--- src/rtl/irqgate_pkg.sv ---
package irqgate_pkg;
  // Width of the CPU and group indices carried in the strobe bundle.
  localparam int IDX_W = 4;
  localparam int WORD_BITS = 32;

  // Decoded register access, handed from control to datapath.
  typedef struct packed {
    logic             enWrite;   // write one enable word
    logic             enRead;    // read one enable word
    logic             stRead;    // read one status word
    logic [IDX_W-1:0] cpu;       // addressed bank
    logic [IDX_W-1:0] grp;       // source group (0 = sources 31..0)
  } regStrobe_t;
endpackage

--- src/rtl/irqgate_ctrl.sv ---
module irqgate_ctrl
  import irqgate_pkg::*;
#(
  parameter int NUM_CPUS = 2,
  parameter int WORDS    = 2,
  parameter int ADDR_W   = 8
) (
  input  logic              clk,
  input  logic              rstN,
  input  logic              busSel,
  input  logic              busWe,
  input  logic [ADDR_W-1:0] busAddr,
  output regStrobe_t        strobe
);
  localparam int BANK_BYTES = 8 * WORDS;

  int offs;
  int bankN;
  int wordN;
  logic inMap;
  logic isEn;

  always_comb begin
    offs  = int'(busAddr);
    bankN = offs / BANK_BYTES;
    wordN = (offs % BANK_BYTES) / 4;
    inMap = busSel && (bankN < NUM_CPUS);
    isEn  = wordN < WORDS;
    strobe = '0;
    strobe.cpu = IDX_W'(bankN);
    // Word order is reversed: lowest word holds the highest group.
    strobe.grp = isEn ? IDX_W'(WORDS - 1 - wordN) : IDX_W'(2 * WORDS - 1 - wordN);
    strobe.enWrite = inMap && isEn && busWe;
    strobe.enRead  = inMap && isEn && !busWe;
    strobe.stRead  = inMap && !isEn && !busWe;
  end

  AST_DECODE_EXCLUSIVE: assert property (@(posedge clk) disable iff (!rstN)
    $onehot0({strobe.enWrite, strobe.enRead, strobe.stRead}));

  AST_DECODE_IN_RANGE: assert property (@(posedge clk) disable iff (!rstN)
    (strobe.enWrite || strobe.enRead || strobe.stRead) |->
      (32'(strobe.cpu) < NUM_CPUS && 32'(strobe.grp) < WORDS));

  AST_WRITE_NEEDS_REQ: assert property (@(posedge clk) disable iff (!rstN)
    strobe.enWrite |-> (busSel && busWe));
endmodule

--- src/rtl/irqgate_dp.sv ---
module irqgate_dp
  import irqgate_pkg::*;
#(
  parameter int NUM_CPUS = 2,
  parameter int WORDS    = 2
) (
  input  logic                   clk,
  input  logic                   rstN,
  input  logic [32*WORDS-1:0]    irqIn,
  input  logic [31:0]            wrData,
  input  regStrobe_t             strobe,
  output logic [31:0]            rdData,
  output logic [NUM_CPUS-1:0]    irqOut
);
  localparam int SRC = WORD_BITS * WORDS;

  logic [SRC-1:0]      statusQ;
  logic [31:0]         enQ      [NUM_CPUS][WORDS];
  logic [SRC-1:0]      cpuEnSrc [NUM_CPUS];
  logic [NUM_CPUS-1:0] irqQ;

  // Raw level capture of every source.
  always_ff @(posedge clk) begin
    if (!rstN) statusQ <= '0;
    else       statusQ <= irqIn;
  end

  for (genvar c = 0; c < NUM_CPUS; c++) begin : g_cpu
    for (genvar g = 0; g < WORDS; g++) begin : g_grp
      always_ff @(posedge clk) begin
        if (!rstN)
          enQ[c][g] <= '0;
        else if (strobe.enWrite && strobe.cpu == IDX_W'(c) && strobe.grp == IDX_W'(g))
          enQ[c][g] <= wrData;
      end
      assign cpuEnSrc[c][g*32 +: 32] = enQ[c][g];

      AST_EN_LOAD: assert property (@(posedge clk) disable iff (!rstN)
        (strobe.enWrite && strobe.cpu == IDX_W'(c) && strobe.grp == IDX_W'(g))
          |=> (enQ[c][g] == $past(wrData)));

      AST_EN_HOLD: assert property (@(posedge clk) disable iff (!rstN)
        !(strobe.enWrite && strobe.cpu == IDX_W'(c) && strobe.grp == IDX_W'(g))
          |=> $stable(enQ[c][g]));

      AST_EN_RESET: assert property (@(posedge clk) disable iff (!rstN)
        $rose(rstN) |-> (enQ[c][g] == '0));
    end

    always_ff @(posedge clk) begin
      if (!rstN) irqQ[c] <= 1'b0;
      else       irqQ[c] <= |(statusQ & cpuEnSrc[c]);
    end

    AST_MASKED_QUIET: assert property (@(posedge clk) disable iff (!rstN)
      (cpuEnSrc[c] == '0) |=> !irqOut[c]);
  end

  assign irqOut = irqQ;

  // Combinational read path.
  always_comb begin
    rdData = '0;
    for (int c = 0; c < NUM_CPUS; c++) begin
      for (int g = 0; g < WORDS; g++) begin
        if (strobe.cpu == IDX_W'(c) && strobe.grp == IDX_W'(g)) begin
          if (strobe.enRead) rdData = enQ[c][g];
          if (strobe.stRead) rdData = statusQ[g*32 +: 32];
        end
      end
    end
  end
endmodule

--- src/rtl/percpu_irq_gate.sv ---
module percpu_irq_gate
  import irqgate_pkg::*;
#(
  parameter int NUM_CPUS = 2,
  parameter int WORDS    = 2,
  parameter int ADDR_W   = 8
) (
  input  logic                clk,
  input  logic                rstN,
  input  logic [32*WORDS-1:0] irqIn,
  input  logic                busSel,
  input  logic                busWe,
  input  logic [ADDR_W-1:0]   busAddr,
  input  logic [31:0]         busWdata,
  output logic [31:0]         busRdata,
  output logic                busReady,
  output logic [NUM_CPUS-1:0] irqOut
);
  regStrobe_t strobe;

  irqgate_ctrl #(.NUM_CPUS(NUM_CPUS), .WORDS(WORDS), .ADDR_W(ADDR_W)) u_ctrl (
    .clk    (clk),
    .rstN   (rstN),
    .busSel (busSel),
    .busWe  (busWe),
    .busAddr(busAddr),
    .strobe (strobe)
  );

  irqgate_dp #(.NUM_CPUS(NUM_CPUS), .WORDS(WORDS)) u_dp (
    .clk   (clk),
    .rstN  (rstN),
    .irqIn (irqIn),
    .wrData(busWdata),
    .strobe(strobe),
    .rdData(busRdata),
    .irqOut(irqOut)
  );

  assign busReady = busSel;

  AST_READY_SAME_CYCLE: assert property (@(posedge clk) disable iff (!rstN)
    busReady == busSel);
endmodule

--- config.mk ---
export PLATFORM = sky130hd
export DESIGN_NAME = percpu_irq_gate
export DESIGN_NICKNAME = d
export VERILOG_FILES = /design/src/rtl/irqgate_pkg.sv /design/src/rtl/irqgate_ctrl.sv /design/src/rtl/irqgate_dp.sv /design/src/rtl/percpu_irq_gate.sv
export SDC_FILE = /design/constraint.sdc
export NUM_CORES = 1
export LEC_CHECK = 0
export ABC_AREA = 1
export BUFFER_PORTS_ARGS = -buffer_cell sky130_fd_sc_hd__buf_2
export CORE_ASPECT_RATIO = 0.7
export CORE_MARGIN = 8
export CORE_UTILIZATION = 45
export DETAILED_ROUTE_END_ITERATION = 6
export PLACE_DENSITY_LB_ADDON = 0.15
export SLEW_MARGIN = 20
export SYNTH_ARGS = -nofsm -noshare
export SYNTH_HDL_FRONTEND = slang
export SYNTH_HIERARCHICAL = 1
export SYNTH_SLANG_ARGS = --single-unit
--- constraint.sdc ---
create_clock -name clk -period 10.3 [get_ports clk]
set_clock_uncertainty 0.05 [all_clocks]
set_input_delay 1.545 -clock clk [delete_from_list [all_inputs] [get_ports clk]]
set_output_delay 1.545 -clock clk [all_outputs]
set_load 0.03 [all_outputs]
# After elaboration in Yosys (flattened, before gate mapping)
# Memories as Yosys holds them, arrays and structs flattened.
# Cells that the tools add are included.
[totals]
n_memories = 1
romBits = 0
regBits = 66
latchBits = 0
in_bits = 108
mem_bits_rw = 128
[memory_table]
columns = ["memory", "depth", "width", "rd", "rd_ports_with_merged_regs", "wr", "line_no", "text"]
rows = [
  ["u_dp.enQ", 2, 64, 2, 0, 2, "irqgate_dp.sv:18", "logic [31:0] enQ [NUM_CPUS][WORDS];"],
]
[op_classes]
order_cmp = 2
eq_ne = 2
mul = 0
shift = 0
muxes = 30
n_addsub = 2
bitwise = 6
div_mod_pow = 0
n_reduce_logical = 22
[ops]
columns = ["operator", "count"]
rows = [
  ["2-to-1 mux 32 bit", 16],
  ["AND 64 bit", 2],
  ["OR reduction 64 bit", 2],
  ["logical AND 1 bit", 16],
  ["2-to-1 mux 1 bit", 13],
  ["equality test 4 x 1 -> 1 bit (second input constant)", 2],
  ["zero test 4 bit", 2],
  ["less-than comparator 4 x 2 -> 1 bit (second input constant)", 1],
  ["2-to-1 mux 4 bit", 1],
  ["bitwise OR 1 bit", 4],
  ["subtractor 1 x 2 -> 3 bit (first input constant)", 1],
  ["subtractor 2 x 2 -> 3 bit (first input constant)", 1],
  ["zero test 1 bit", 2],
  ["less-than comparator 2 bit (second input constant)", 1],
]

# Depth between registers and ports, before layout
[depth]
ltp_word = 16
ltp_mapped = 13
mapped_depth_nobuf = 12

# Modules after synthesis
# The synthesis kept the hierarchy.
[by_module_without_submodules]
columns = ["module", "seq_area_each_um2", "cells_each", "instances", "area_per_inst_um2"]
rows = [
  ["irqgate_dp", 5165.0, 1301, 1, 9574.2],
  ["irqgate_ctrl", 0.0, 19, 1, 110.1],
  ["percpu_irq_gate", 0.0, 1, 1, 7.5],
]

# Least setup slack after synthesis
# OpenSTA, ideal clock, no wires.
[synth_timing]
path_kind = "input to register"
start = "input port busAddr[5]"
end = "memory u_dp/enQ[0][0] (netlist bit) (enable)"
t_arrival_ps = 4496
setup_slack_ps = 5289
setup_time_ps = 466
cell_stages = 7
path_buffers = 2
required_time_ps = 9784
cell_sequence = "buf_4 -> inv_1 -> nand2_1 -> nor2_1 -> nand2_1 -> clkbuf_1 -> o21ai_0"
[synth_rtl]
columns = ["element", "line_no", "text"]
rows = [
  ["start: declaration", "percpu_irq_gate.sv:13", "input logic [ADDR_W-1:0] busAddr,"],
  ["end: declaration", "irqgate_dp.sv:18", ""],
]

==> flow_results.org <==
** Clock network
- In this run the deepest clock path goes through 2 buffers.
- TritonCTS built the clock tree.
- Buffers added to address setup during post-CTS repair amount to 0.
- Total of cells resized after clock tree synthesis :: 0
- Clock-pin slew was measured on the worst setup and hold paths at 70 ps.
- For the worst-skew pair, the clock arrives at the later sink with an insertion delay of approximately 430 ps.
- CTS built an H-tree with a depth of 4.
- TritonCTS created 17 clock buffers.
- Count of hold buffers inserted by post-cts repair :: 0
- The tree is rooted in a clkbuf_16.
- Clock tree synthesis found a total of roughly 190 sinks.

** Job
- Maximum Capacitance Violations :: 0

** Synth
- Post-synthesis register bit count :: about 190
- Count of synthesis-stage warnings from yosys :: 6
- Leading post-synthesis cells by cell area :: edfxtp_1 40%, nand2_1 24%, dfxtp_1 14%, nor2_1 7.5%, inv_1 5.4%
- Synth top area share :: between 30% and 40%
- The synthesized netlist occupies a cell area of 9690 µm².
- Average footprint of a synthesized cell :: between 7 and 8 µm²
- Count of distinct cell types in the synthesized netlist :: 19
- Synthesis produced a netlist whose cell count is 1321.
- After synthesis, flip-flops and latches occupy about 53% of the total area.
- Leading area contributor after synthesis :: edfxtp_1

** Worst setup path
- STA puts the critical path data required time at between 8000 and 9000 ps.
- Buf+Inv Stages, Crit Path :: 5
- Top Family by Delay on Critical Path :: buffers and inverters
- The worst register-to-register path begins at u_dp/enQ[0][33]$_SDFFCE_PN0P_.
- Crit path capture type :: output port
- The largest individual stage delay along the critical path comes from the cell buf_4.
- Worst-path fanout max :: 81
- Worst setup startpoint :: busAddr[7]
- Worst-path cell chain :: buf_2, nor2_2, nand3_2, nor2_1, inv_2, nor2_4, buf_4, inv_2, nor2_2, a21oi_1, nand2_1, buf_2
- Reg2Reg Depth :: 8
- By startpoint and endpoint, the worst setup path is classified as in2out.
- Stages on worst setup path :: 12
- Data arrives at the worst endpoint at between 4000 and 5000 ps.
- Following the worst setup path forward leads to its endpoint at busRdata[19].
- For flop-to-flop paths, the worst setup slack is 8770 ps.
- Worst R2R End :: u_dp/irqOut[0]$_SDFF_PN0_
- In this design, the stage delay of the slowest critical-path cell is between 600 and 700 ps.
- Critical Path Source Type :: primary input

** Detailed routing
- Detailed-route wire length per cell :: 17.1 µm
- The detailed router finished its first iteration with about 980 violations.
- DR DRC count :: 0
- Sum of routed wire length over all layers :: around 30 mm
- Summing over every cut layer, the via total after detailed routing is approximately 8600.
- In this run the remaining antenna-violating nets after routing total 0.
- The first TritonRoute pass finished after 5 iterations.
- Dividing the detail-routed via count by the number of cells gives 4.98.

** Floorplanning
- Measured along the x axis, the die boundary spans approximately 190 µm.
- In this run the count of I/O pins placed on the die edge is between 100 and 150.
- For this configuration, the core starts out at a cell density of 45.3%.
- The die covers ~27000 µm².
- Floorplan die height :: between 100 and 150 µm
- Core area :: about 21000 µm²
- Number of placement rows :: between 40 and 50

** Power
- Leakage power total :: approximately 0.0056 µW
- IR analysis of the VDD net gives a maximum drop of approximately 120 µV.
- In this run the power density over the cells is roughly 150 nW/µm².

** Place
- Summed over all nets, the half-perimeter wirelength after detailed placement is about 19 mm.
- Global placement routability congestion :: roughly 0.8
- Buffers added on ports :: between 100 and 150
- Prior to clock tree synthesis, the placed netlist has a worst setup slack of between 3000 and 4000 ps.

** GRT
- All-layer global routing usage :: between 20% and 30%
- Maximum number of pins on one net before global-route repair :: 82
- The number of global-route vias before repair came to 7933.
- Grt total ovfl :: 0
- Global-route wire length before repair :: approximately 45 mm
- The number of antenna violations at the first check in global routing is 0.

** Timing
- The final number of hold-violating endpoints came to 0.
- Final count of pins violating max slew :: 0
- For the pin with the worst max-slew slack, the measured transition is ~1100 ps.
- Minimum setup slack in the final design :: 3780 ps
- Relative slew slack :: roughly 30%
- Setup violations remaining at the end of the flow were counted as 0.
- Highest clock rate :: 0.153 GHz
- Sum of negative setup slack :: 0 ps
- Setup repair after global routing left no endpoint under its margin.
- The worst path uses 63.3% of the clock period.
- The routed design could run at a clock period as short as between 6000 and 7000 ps.

** Final layout
- Leaving out fill and tap cells, the most frequent cells in the layout are 607 x nand2_1, 193 x nor2_1, 140 x buf_2, 140 x inv_1, 128 x edfxtp_1.
- Commonest non-fill, non-tap cell in the layout :: nand2_1
- Number of nets at the end of the flow :: between 1500 and 2000
- Number of diodes :: 0
- Ratio of cells with drive above 1 in the final layout :: between 10 and 15%
- Area added between synthesis and finish :: 15.1%

** Status
- Status :: finished, final reports clean

** Hold path
- Hold Path Class :: reg2reg
-- metrics by stage --
stage / cell area, µm² / instances / hold WS, ps / total power (µW) / util [%]
after global placement: 10600 / 1695 / 676 / 1020 / 49.4
after detailed placement: 10600 / 1695 / 698 / 1020 / 49.4
after CTS: 11100 / 1727 / 723 / 1680 / 52.1
final: 11200 / 1727 / 714 / 1670 / 52.1
after global routing: 11200 / 1727 / 816 / 1730 / 52.1
after floorplan: 9700 / 1323 / 628 / 967 / -
-- worst reg2reg max path, delay by kind of cell, from the launching register on --
| kind | cells | cell delay (ps) |
|---|---|---|
| flip-flops | 1 | 430 |
| AND/OR/NAND/NOR | 8 | 920 |
-- cells in the mapped netlist --
master	number
nor2_4	1
clkbuf_2	1
nand3_1	12
buf_4	9
inv_1	140
nand2_1	607
nand3_2	3
nor2_2	7
nand4_1	23
dfxtp_1	66
o21ai_1	19
edfxtp_1	128
a21oi_1	28
inv_2	5
buf_2	41
nor2_1	194
conb_1	1
o21ai_0	28
clkbuf_1	8
-- how the worst min path moves through the flow --
stage,slack [ps],startpoint,cells after the start,to
floorplan,630,u_dp/enQ[0][49]$_SDFFCE_PN0P_,8,u_dp/irqOut[0]$_SDFF_PN0_
global placement,680,u_dp/enQ[1][55]$_SDFFCE_PN0P_,8,u_dp/irqOut[1]$_SDFF_PN0_
detailed placement,700,u_dp/enQ[1][55]$_SDFFCE_PN0P_,8,u_dp/irqOut[1]$_SDFF_PN0_
CTS,720,u_dp/enQ[1][55]$_SDFFCE_PN0P_,8,u_dp/irqOut[1]$_SDFF_PN0_
global route,820,u_dp/enQ[1][50]$_SDFFCE_PN0P_,8,u_dp/irqOut[1]$_SDFF_PN0_
finish,710,u_dp/enQ[1][55]$_SDFFCE_PN0P_,8,u_dp/irqOut[1]$_SDFF_PN0_
-- area by class of cell --
class	count	area [µm²]
fill	2120	10200
sequential	194	5160
multi-input combinational	925	3740
timing repair buffer	149	768
inverter	145	544
clock buffer	19	453
tap	282	353
clock inverter	13	131
-- power breakdown --
group | total (µW) | leakage (µW) | switching (µW) | internal [µW]
Combinational | 113 | 0.00357 | 75.4 | 37.4
Clock | 663 | 0.000291 | 292 | 371
Sequential | 893 | 0.00176 | 26.3 | 867
-- sequential cells by signal, summed over array words and instances (netlist names) --
register      cells
u_dp/irqOut       2
u_dp/enQ        128
u_dp/statusQ     64
-- cell families (layout without fill, tap and decap cells) --
kind of cell,after synthesis,count (layout),synth area share [%]
other,1,3,0.0387
buffers and inverters,204,326,8.79
flip-flops,194,194,53.3
AND/OR/NAND/NOR,847,847,34.0
AO/OA/AOI/OAI,75,75,3.87
-- layer usage --
metal,wire length (µm),up-vias,global-route usage (%)
met4,316,0,5.54
met1,14200,3877,34.4
li1,-,4282,-
met5,0,-,0
met3,3000,25,4.25
met2,12000,409,30.5
Power figures use the tool's default switching activity.
